**src/rtl/cfgprot_pkg.sv**
```systemverilog
package cfgprot_pkg;

    typedef enum logic [1:0] {
        WS_IDLE     = 2'd0,
        WS_IO_OPEN  = 2'd1,
        WS_PGM_OPEN = 2'd2
    } win_state_t;

    typedef struct packed {
        logic key_io;
        logic key_pgm;
    } key_req_t;

endpackage

```
**src/rtl/cfgprot_keydec.sv**
```systemverilog
module cfgprot_keydec
    import cfgprot_pkg::*;
#(
    parameter int          DATA_W  = 8,
    parameter logic [7:0]  KEY_IO  = 8'hD8,
    parameter logic [7:0]  KEY_PGM = 8'h9D
) (
    input  logic              bus_wr,
    input  logic              bus_sel,
    input  logic              bus_is_dma,
    input  logic [DATA_W-1:0] bus_wdata,
    output key_req_t          key
);
    // Only CPU-originated writes to the unlock register may carry a key.
    logic cpu_write;

    assign cpu_write = bus_wr && bus_sel && !bus_is_dma;

    always_comb begin
        key.key_io  = cpu_write && (bus_wdata == DATA_W'(KEY_IO));
        key.key_pgm = cpu_write && (bus_wdata == DATA_W'(KEY_PGM));
    end

endmodule

```
**src/rtl/cfgprot_wincnt.sv**
```systemverilog
module cfgprot_wincnt #(
    parameter int WIN_INSTR = 4
) (
    input  logic clk,
    input  logic rst_n,
    input  logic restart,
    input  logic open,
    input  logic retire,
    output logic expire
);
    localparam int            CW   = $clog2(WIN_INSTR + 1);
    localparam logic [CW-1:0] LAST = CW'(WIN_INSTR - 1);

    logic [CW-1:0] cnt;

    // Counts retired instructions inside the window; one per strobe.
    always_ff @(posedge clk or negedge rst_n) begin
        if (!rst_n) begin
            cnt <= '0;
        end else if (restart) begin
            cnt <= '0;
        end else if (open && retire) begin
            cnt <= cnt + 1'b1;
        end else if (!open) begin
            cnt <= '0;
        end
    end

    assign expire = open && retire && (cnt == LAST);

endmodule

```
**src/rtl/cfgprot_irqhold.sv**
```systemverilog
module cfgprot_irqhold #(
    parameter int IRQ_N = 4
) (
    input  logic             clk,
    input  logic             rst_n,
    input  logic             hold,
    input  logic [IRQ_N-1:0] irq_req,
    input  logic [IRQ_N-1:0] irq_ack,
    output logic [IRQ_N-1:0] irq_pend,
    output logic [IRQ_N-1:0] irq_take
);
    for (genvar g = 0; g < IRQ_N; g++) begin : g_line
        logic flag;

        // A new request wins over an acknowledge in the same cycle;
        // acknowledges are not honoured while service is held.
        always_ff @(posedge clk or negedge rst_n) begin
            if (!rst_n) begin
                flag <= 1'b0;
            end else if (irq_req[g]) begin
                flag <= 1'b1;
            end else if (irq_ack[g] && !hold) begin
                flag <= 1'b0;
            end
        end

        assign irq_pend[g] = flag;
        assign irq_take[g] = flag && !hold;
    end

endmodule

```
**src/rtl/cfgprot_unit.sv**
```systemverilog
module cfgprot_unit
    import cfgprot_pkg::*;
#(
    parameter int         DATA_W    = 8,
    parameter int         WIN_INSTR = 4,
    parameter int         IRQ_N     = 4,
    parameter logic [7:0] KEY_IO    = 8'hD8,
    parameter logic [7:0] KEY_PGM   = 8'h9D
) (
    input  logic              clk,
    input  logic              rst_n,
    input  logic              bus_wr,
    input  logic              bus_sel,
    input  logic              bus_is_dma,
    input  logic [DATA_W-1:0] bus_wdata,
    output logic [DATA_W-1:0] bus_rdata,
    input  logic              instr_retire,
    input  logic              dmem_wr,
    input  logic              sleep_exec,
    input  logic              prot_reg_wr,
    input  logic [IRQ_N-1:0]  irq_req,
    input  logic [IRQ_N-1:0]  irq_ack,
    output logic [IRQ_N-1:0]  irq_pend,
    output logic [IRQ_N-1:0]  irq_take,
    output logic              irq_hold,
    output logic              io_unlock,
    output logic              pgm_unlock
);
    localparam int PAD_W = DATA_W - 2;

    win_state_t state_q, state_d;
    key_req_t   key;
    logic       win_open;
    logic       expire;
    logic       restart;

    cfgprot_keydec #(
        .DATA_W  (DATA_W),
        .KEY_IO  (KEY_IO),
        .KEY_PGM (KEY_PGM)
    ) u_keydec (
        .bus_wr     (bus_wr),
        .bus_sel    (bus_sel),
        .bus_is_dma (bus_is_dma),
        .bus_wdata  (bus_wdata),
        .key        (key)
    );

    assign restart = key.key_io || key.key_pgm;

    cfgprot_wincnt #(
        .WIN_INSTR (WIN_INSTR)
    ) u_wincnt (
        .clk     (clk),
        .rst_n   (rst_n),
        .restart (restart),
        .open    (win_open),
        .retire  (instr_retire),
        .expire  (expire)
    );

    // Next-state logic. Priority: key, then consume/abort, then expiry.
    always_comb begin
        state_d = state_q;
        unique case (state_q)
            WS_IDLE: begin
                if (key.key_io)       state_d = WS_IO_OPEN;   // T_KEY_IO
                else if (key.key_pgm) state_d = WS_PGM_OPEN;  // T_KEY_PGM
            end
            WS_IO_OPEN: begin
                if (key.key_io)       state_d = WS_IO_OPEN;   // T_KEY_IO restart
                else if (key.key_pgm) state_d = WS_PGM_OPEN;  // T_KEY_PGM
                else if (prot_reg_wr) state_d = WS_IDLE;      // T_CONSUME
                else if (expire)      state_d = WS_IDLE;      // T_EXPIRE
            end
            WS_PGM_OPEN: begin
                if (key.key_io)                  state_d = WS_IO_OPEN;   // T_KEY_IO
                else if (key.key_pgm)            state_d = WS_PGM_OPEN;  // T_KEY_PGM restart
                else if (dmem_wr || sleep_exec)  state_d = WS_IDLE;      // T_ABORT
                else if (expire)                 state_d = WS_IDLE;      // T_EXPIRE
            end
            default: state_d = WS_IDLE;
        endcase
    end

    // State register.
    always_ff @(posedge clk or negedge rst_n) begin
        if (!rst_n) begin
            state_q <= WS_IDLE;
        end else begin
            state_q <= state_d;
        end
    end

    // Outputs decoded from the current state.
    always_comb begin
        io_unlock  = 1'b0;
        pgm_unlock = 1'b0;
        unique case (state_q)
            WS_IDLE:     ;
            WS_IO_OPEN:  io_unlock  = 1'b1;
            WS_PGM_OPEN: pgm_unlock = 1'b1;
            default:     ;
        endcase
        win_open  = io_unlock || pgm_unlock;
        irq_hold  = win_open;
        bus_rdata = {{PAD_W{1'b0}}, pgm_unlock, io_unlock};
    end

    cfgprot_irqhold #(
        .IRQ_N (IRQ_N)
    ) u_irqhold (
        .clk      (clk),
        .rst_n    (rst_n),
        .hold     (irq_hold),
        .irq_req  (irq_req),
        .irq_ack  (irq_ack),
        .irq_pend (irq_pend),
        .irq_take (irq_take)
    );

endmodule

```
**config.mk**
```make
export PLATFORM = sky130hd
export DESIGN_NAME = cfgprot_unit
export DESIGN_NICKNAME = d
export VERILOG_FILES = /design/src/rtl/cfgprot_pkg.sv /design/src/rtl/cfgprot_keydec.sv /design/src/rtl/cfgprot_wincnt.sv /design/src/rtl/cfgprot_irqhold.sv /design/src/rtl/cfgprot_unit.sv
export SDC_FILE = /design/constraint.sdc
export NUM_CORES = 1
export LEC_CHECK = 0
export BUFFER_PORTS_ARGS = -buffer_cell sky130_fd_sc_hd__buf_2
export CAP_MARGIN = 30
export CELL_PAD_IN_SITES_DETAIL_PLACEMENT = 0
export CELL_PAD_IN_SITES_GLOBAL_PLACEMENT = 1
export CORE_MARGIN = 2
export CORE_UTILIZATION = 30
export DETAILED_ROUTE_END_ITERATION = 8
export PLACE_DENSITY_LB_ADDON = 0.12
export SETUP_SLACK_MARGIN = 0.15
export SLEW_MARGIN = 20
export SYNTH_ARGS = -nofsm -noshare
export SYNTH_HDL_FRONTEND = slang
export SYNTH_SLANG_ARGS = --single-unit
```
**constraint.sdc**
```tcl
create_clock -name clk -period 1.9 [get_ports clk]
set_input_delay 0.19 -clock clk [delete_from_list [all_inputs] [get_ports clk]]
set_output_delay 0.19 -clock clk [all_outputs]
set_load 0.01 [all_outputs]
```
# Yosys cells after proc, flatten, opt, wreduce, memory -nomap -nowiden
# Cells that the tools add are included.
[word_totals] ff_bits=9 inputBits=25 out_inout_bits=19
[op_classes] mux=23 reduce_logical=24 n_addsub=1 n_eq_ne=7
[ops] operator="two-way mux 2 bit" count=9
[ops] operator="equality test 8 bit, second input constant" count=2
[ops] operator="logical AND 1 bit" count=14
[ops] operator="two-way mux 1 bit" count=10
[ops] operator="two-way mux 3 bit" count=3
[ops] operator="nonzero test 2 bit" count=4
[ops] operator="inequality test 3 bit, second input constant" count=2
[ops] operator="case mux 2 bit (3 select lines)" count=1
[ops] operator="adder 3 x 1 -> 3 bit, second input constant" count=1
[ops] operator="equality test 3 x 2 -> 1 bit, second input constant" count=1
[ops] operator="logical OR 1 bit" count=3
[ops] operator="equality test 2 x 1 -> 1 bit, second input constant" count=1
[ops] operator="equality test 2 bit, second input constant" count=1
[ops] operator="zero test 1 bit" count=2
[ops] operator="zero test 2 bit" count=1

# Depth between registers and ports, before layout
[logic_depth] depth_word=10 depth_mapped=6 ltp_nobuf=6

# By module
# From an unflattened synthesis, not the netlist that was laid out.
[hier_totals] cells_unflattened=72 hier_area_um2=698.2
[by_module_without_submodules] mod="cfgprot_unit" area_per_inst_um2=267.8 seq_area_each_um2=50.0 n_inst=1 cells_each=32
[by_module_without_submodules] mod="cfgprot_irqhold" area_per_inst_um2=220.2 seq_area_each_um2=100.1 n_inst=1 cells_each=20
[by_module_without_submodules] mod="cfgprot_wincnt" area_per_inst_um2=155.1 seq_area_each_um2=75.1 n_inst=1 cells_each=14
[by_module_without_submodules] mod="cfgprot_keydec" area_per_inst_um2=55.1 seq_area_each_um2=0.0 n_inst=1 cells_each=6

# Worst setup path before layout
# OpenSTA, ideal clock, no wires.
[synth_path] kind="register -> register" startpoint="register state_q[0]" endpoint="register state_q[0]" path_slack_ns=0.251 synth_period_minus_slack_ns=1.649 t_required_ns=1.813 stages_incl_launch_ff=7 path_buffers=0 t_arrival_ns=1.562 path_cell_list="dfrtp_1 inv_1 ha_1 or3b_1 a32oi_2 a221oi_2 a211oi_2"
[synth_between] elab_chain_len=10 elab_cells_between_ends=17
[synth_rtl] element="start, declared" line_no="cfgprot_unit.sv:31" rtl="win_state_t state_q, state_d;"
[synth_rtl] element="start signal, assigned" line_no="cfgprot_unit.sv:91" rtl="state_q <= state_d;"
[synth_rtl] element="equality test 2 bit (*)" line_no="cfgprot_unit.sv:99" rtl="unique case (state_q)"
[synth_rtl] element="two-way mux 1 bit (*)" line_no="cfgprot_unit.sv:99"
[synth_rtl] element="via pgm_unlock" line_no="cfgprot_unit.sv:27" rtl="output logic pgm_unlock"
[synth_rtl] element="logical OR 1 bit (*)" line_no="cfgprot_unit.sv:105" rtl="win_open = io_unlock || pgm_unlock;"
[synth_rtl] element="logical AND 1 bit (*) (2 in a row)" line_no="cfgprot_wincnt.sv:29" rtl="assign expire = open && retire && (cnt == LAST);"
[synth_rtl] element="two-way mux 2 bit (*)"
[synth_rtl] element="two-way mux 2 bit (on tied branches) (3 in a row)"
[synth_rtl] element="case mux 2 bit (3 select lines) (*)" line_no="cfgprot_unit.sv:65" rtl="unique case (state_q)"
# The timed path passes the listed nets; every way through them passes the cells marked *.
# A chain may end at the register's enable or synchronous reset.

# Worst setup path in the final report
[layout_path] startpoint="register state_q[1]" endpoint="register state_q[0]"
[layout_between] elab_chain_len=10 elab_cells_between_ends=17
[layout_rtl] element="equality test 2 x 1 -> 1 bit or equality test 2 bit (tied branches)" line_no="cfgprot_unit.sv:65, cfgprot_unit.sv:99"
[layout_rtl] element="two-way mux 1 bit" line_no="cfgprot_unit.sv:99"
[layout_rtl] element="logical OR 1 bit" line_no="cfgprot_unit.sv:105"
[layout_rtl] element="logical AND 1 bit (2 in a row)" line_no="cfgprot_wincnt.sv:29"
[layout_rtl] element="two-way mux 2 bit"
[layout_rtl] element="two-way mux 2 bit (on tied branches) (3 in a row)"
[layout_rtl] element="case mux 2 bit (3 select lines)" line_no="cfgprot_unit.sv:65"
# Several ways; a longest one is shown, not always the timed one.

==> load_flow_metrics.sql <==
INSERT INTO impl_metrics (metric_group, metric, value, unit) VALUES
('outcome', 'status', 'completed', ''),
('floorplan', 'floorplan.rows', '17', ''),
('grt', 'track_usage', '11.0', '%'),
('grt', 'pin_count_of_the_biggest_net_entering_global_routing', '11', ''),
('setup_path', 'regToRegEndpoint', 'state_q[0]$_DFFE_PN0P_', ''),
('sta', 'postLayoutSetupSlackWorst', '0.235', 'ns'),
('cells_and_area', 'multi_input_area', '427', 'µm²'),
('sta', 'maxSlewViolCount', '0', ''),
('clock_network', 'clk_root_buffer_cell', 'sky130_fd_sc_hd__clkbuf_4', ''),
('synth', 'synth.ff_latch_count', '9', ''),
('synth', 'synthDistinctLibCells', '30', ''),
('setup_path', 'worst-path-buf-inv', '1', ''),
('grt', 'grt_remaining_overflow', '0', ''),
('synth', 'async_reset_ff_share', '100', '%'),
('setup_path', 'timing.critical_path.from', 'state_q[1]$_DFFE_PN0P_', ''),
('sta', 'final.setup.tns', '0', 'ns'),
('cells_and_area', 'diodes', '0', ''),
('floorplan', 'initial_utilization', '32.1', '%'),
('sta', 'timing.clock.skew', '0.000159', 'ns'),
('pwr', 'static-leakage-power', '0.476', 'nW'),
('placement', 'dp.final_hpwl', '1170', 'µm'),
('setup_path', 'critPathArrivalTime', '1.84', 'ns'),
('setup_path', 'critical_path_class', 'flop to flop', ''),
('grt', 'antenna_violations_before_repair', '0', ''),
('synth', 'yosysWarnings', '0', ''),
('sta', 'final.period_utilization', '87.6', '%'),
('clock_network', 'clk_transition_reported_paths', '0.06', 'ns'),
('sta', 'unrepaired_setup_endpoints_after_global_routing', 'no', ''),
('setup_path', 'worst_ep_required_time', '2.07', 'ns'),
('clock_network', 'numCtsBuffers', '3', ''),
('floorplan', 'fp.coreArea', '2230', 'µm²'),
('floorplan', 'width_of_the_die', '52.9', 'µm'),
('floorplan', 'ioPinCount', '44', ''),
('synth', 'synth_edf_count', '0', ''),
('pwr', 'cellPowerDensity', '509', 'nW/µm²'),
('cells_and_area', 'final.fill_count', '248', ''),
('setup_path', 'r2r-start', 'state_q[1]$_DFFE_PN0P_', ''),
('detailed_routing', 'detailed_route_vias_per_instance', '4.37', ''),
('pwr', 'worst_ir_drop_vdd', '428', 'µV'),
('cells_and_area', 'utilization', '42.2', '%'),
('clock_network', 'cts-root-to-sink-buffers', '2', ''),
('floorplan', 'die_height', '52.9', 'µm'),
('cells_and_area', 'finalNetCount', '140', ''),
('synth', 'syn-mean-instance-area', '10.2', 'µm²'),
('placement', 'io_buffers', '37', ''),
('setup_path', 'crit_chain', 'inv_1 > ha_2 > or2b_2 > a32oi_2 > a221oi_2 > a211oi_2', ''),
('placement', 'post-place-ws', '0.212', 'ns'),
('grt', 'grt_pass1_vias', '517', ''),
('setup_path', 'worst_setup_path_endpoint', 'state_q[0]$_DFFE_PN0P_', ''),
('sta', 'setup_viol', '0', ''),
('synth', 'ys_top_cells_by_area', 'sky130_fd_sc_hd__dfrtp_1 31%, sky130_fd_sc_hd__buf_4 13%, sky130_fd_sc_hd__ha_1 10%, sky130_fd_sc_hd__a21o_1 4.2%, sky130_fd_sc_hd__nand2b_1 3.5%', ''),
('cells_and_area', 'final_layout_size_suffix_gt1_share', '52.8', '%'),
('sta', 'final.min_clock_period', '1.66', 'ns'),
('cells_and_area', 'seqCellArea', '225', 'µm²'),
('clock_network', 'cts_tree', 'built', ''),
('grt', 'grt_first_pass_wirelength', '2160', 'µm'),
('detailed_routing', 'detail_route.wirelength', '1400', 'µm'),
('setup_path', 'critPathTopFamily', 'compound AO/OA/AOI/OAI gates', ''),
('cells_and_area', 'area_delta_synth_final', '31.4', '%'),
('setup_path', 'reg2regPathDepth', '6', ''),
('setup_path', 'startpoint_type', 'flop', ''),
('sta', 'fmax', '0.601', 'GHz'),
('detailed_routing', 'postRouteAntennaNets', '0', ''),
('sta', 'final_hold_violating_endpoints', '0', ''),
('synth', 'syn-cell-area', '717', 'µm²'),
('setup_path', 'rrSetupSlack', '0.24', 'ns'),
('synth', 'synth-seq-area-share', '31.4', '%'),
('worst_hold_path', 'hold_class', 'input pin to flop', ''),
('synth', 'synth-main-ff-cell', 'sky130_fd_sc_hd__dfrtp_1', ''),
('setup_path', 'timing.critical_path.depth', '6', ''),
('placement', 'gpl.final_weighted_congestion', '0.708', '');
## worst min-delay path by stage
| stage | cells after the start | endpoint | from |
|---|---|---|---|
| finish | 2 | u_irqhold.g_line[1].flag$_DFFE_PN0P_ | irq_req[1] |
| global route | 2 | u_irqhold.g_line[2].flag$_DFFE_PN0P_ | irq_req[2] |
| CTS | 2 | u_irqhold.g_line[1].flag$_DFFE_PN0P_ | irq_req[1] |
| detailed placement | 1 | u_wincnt.cnt[0]$_DFFE_PN0P_ | rst_n |
| global placement | 1 | u_irqhold.g_line[1].flag$_DFFE_PN0P_ | rst_n |
| floorplan | 0 | state_q[0]$_DFFE_PN0P_ | rst_n |
## through the flow
stage | instance area (µm²) | power (W) | hold WS [ns] | std cells
4_1_cts | 910 | 0.000486 | 0.0933 | 134
5_1_grt | 942 | 0.000521 | 0.0881 | 136
6_report | 942 | 0.000480 | 0.105 | 136
2_1_floorplan | 736 | 0.000290 | -0.106 | 75
3_3_place_gp | 873 | 0.000327 | 0.0623 | 129
3_5_place_dp | 873 | 0.000328 | 0.0584 | 129
## layout by cell type (no fill, tap or decap), types with 3 or more instances in the layout
cell and count:
sky130_fd_sc_hd__a21o_1 4, sky130_fd_sc_hd__buf_2 37, sky130_fd_sc_hd__buf_4 3, sky130_fd_sc_hd__clkbuf_4 3
sky130_fd_sc_hd__conb_1 6, sky130_fd_sc_hd__dfrtp_1 9, sky130_fd_sc_hd__ha_1 3, sky130_fd_sc_hd__nand2b_1 4
sky130_fd_sc_hd__nor2_1 4, sky130_fd_sc_hd__nor2b_1 4
## routing by layer
| metal | GRT usage, % | routed length (µm) |
|---|---|---|
| met5 | 0 | 0 |
| met4 | 3.85 | 14 |
| met3 | 5.08 | 61 |
| met2 | 17.7 | 676 |
| met1 | 12.6 | 646 |
## area by class of cell
cell class / instances / share of cell area (%)
Multi-Input combinational cell: 51 / 45.3
Sequential cell: 9 / 23.9
Timing Repair Buffer: 41 / 23.1
Tap cell: 28 / 3.72
Clock buffer: 4 / 2.79
Inverter: 3 / 1.20
## worst register-to-register path, cell delays in order (launching register included)
cell and delay, ns:
sky130_fd_sc_hd__dfrtp_1 0.40, sky130_fd_sc_hd__inv_1 0.15, sky130_fd_sc_hd__ha_2 0.23, sky130_fd_sc_hd__or2b_2 0.30, sky130_fd_sc_hd__a32oi_2 0.21, sky130_fd_sc_hd__a221oi_2 0.10
sky130_fd_sc_hd__a211oi_2 0.20
## cell families (layout without fill, tap and decap cells)
family,count (synthesis),in the layout,synth area share [%]
and+or+nand+nor,25,25,22.9
adders and majority gates,6,6,10.5
xor gates and xnor gates,1,1,1.22
DFF,9,9,31.4
other,1,6,0.523
muxes,1,1,1.40
AOI/OAI and AO/OA,12,12,18.0
buffers and inverters,15,48,14.1
## state kept, by name, indices dropped and copies added (netlist names)
signal                 cells
u_irqhold.g_line.flag      4
u_wincnt.cnt               3
state_q                    2
## power by group
group	internal (W)	total (W)	switching, W
sequential	0.000201	0.000207	0.00000608
combinational	0.0000629	0.000124	0.0000608
clock	0.0000810	0.000149	0.0000682
total	0.000345	0.000480	0.000135
## repair_timing
| action | in CTS | in global routing |
|---|---|---|
| hold buffers | 1 | 0 |
| hold endpoints to repair | 9 | 0 |
| gates resized for setup | 0 | 4 |
| buffers inserted | 0 | 2 |
| endpoints found under the setup margin | 0 | 6 |
(Power assumes the default switching activity.)
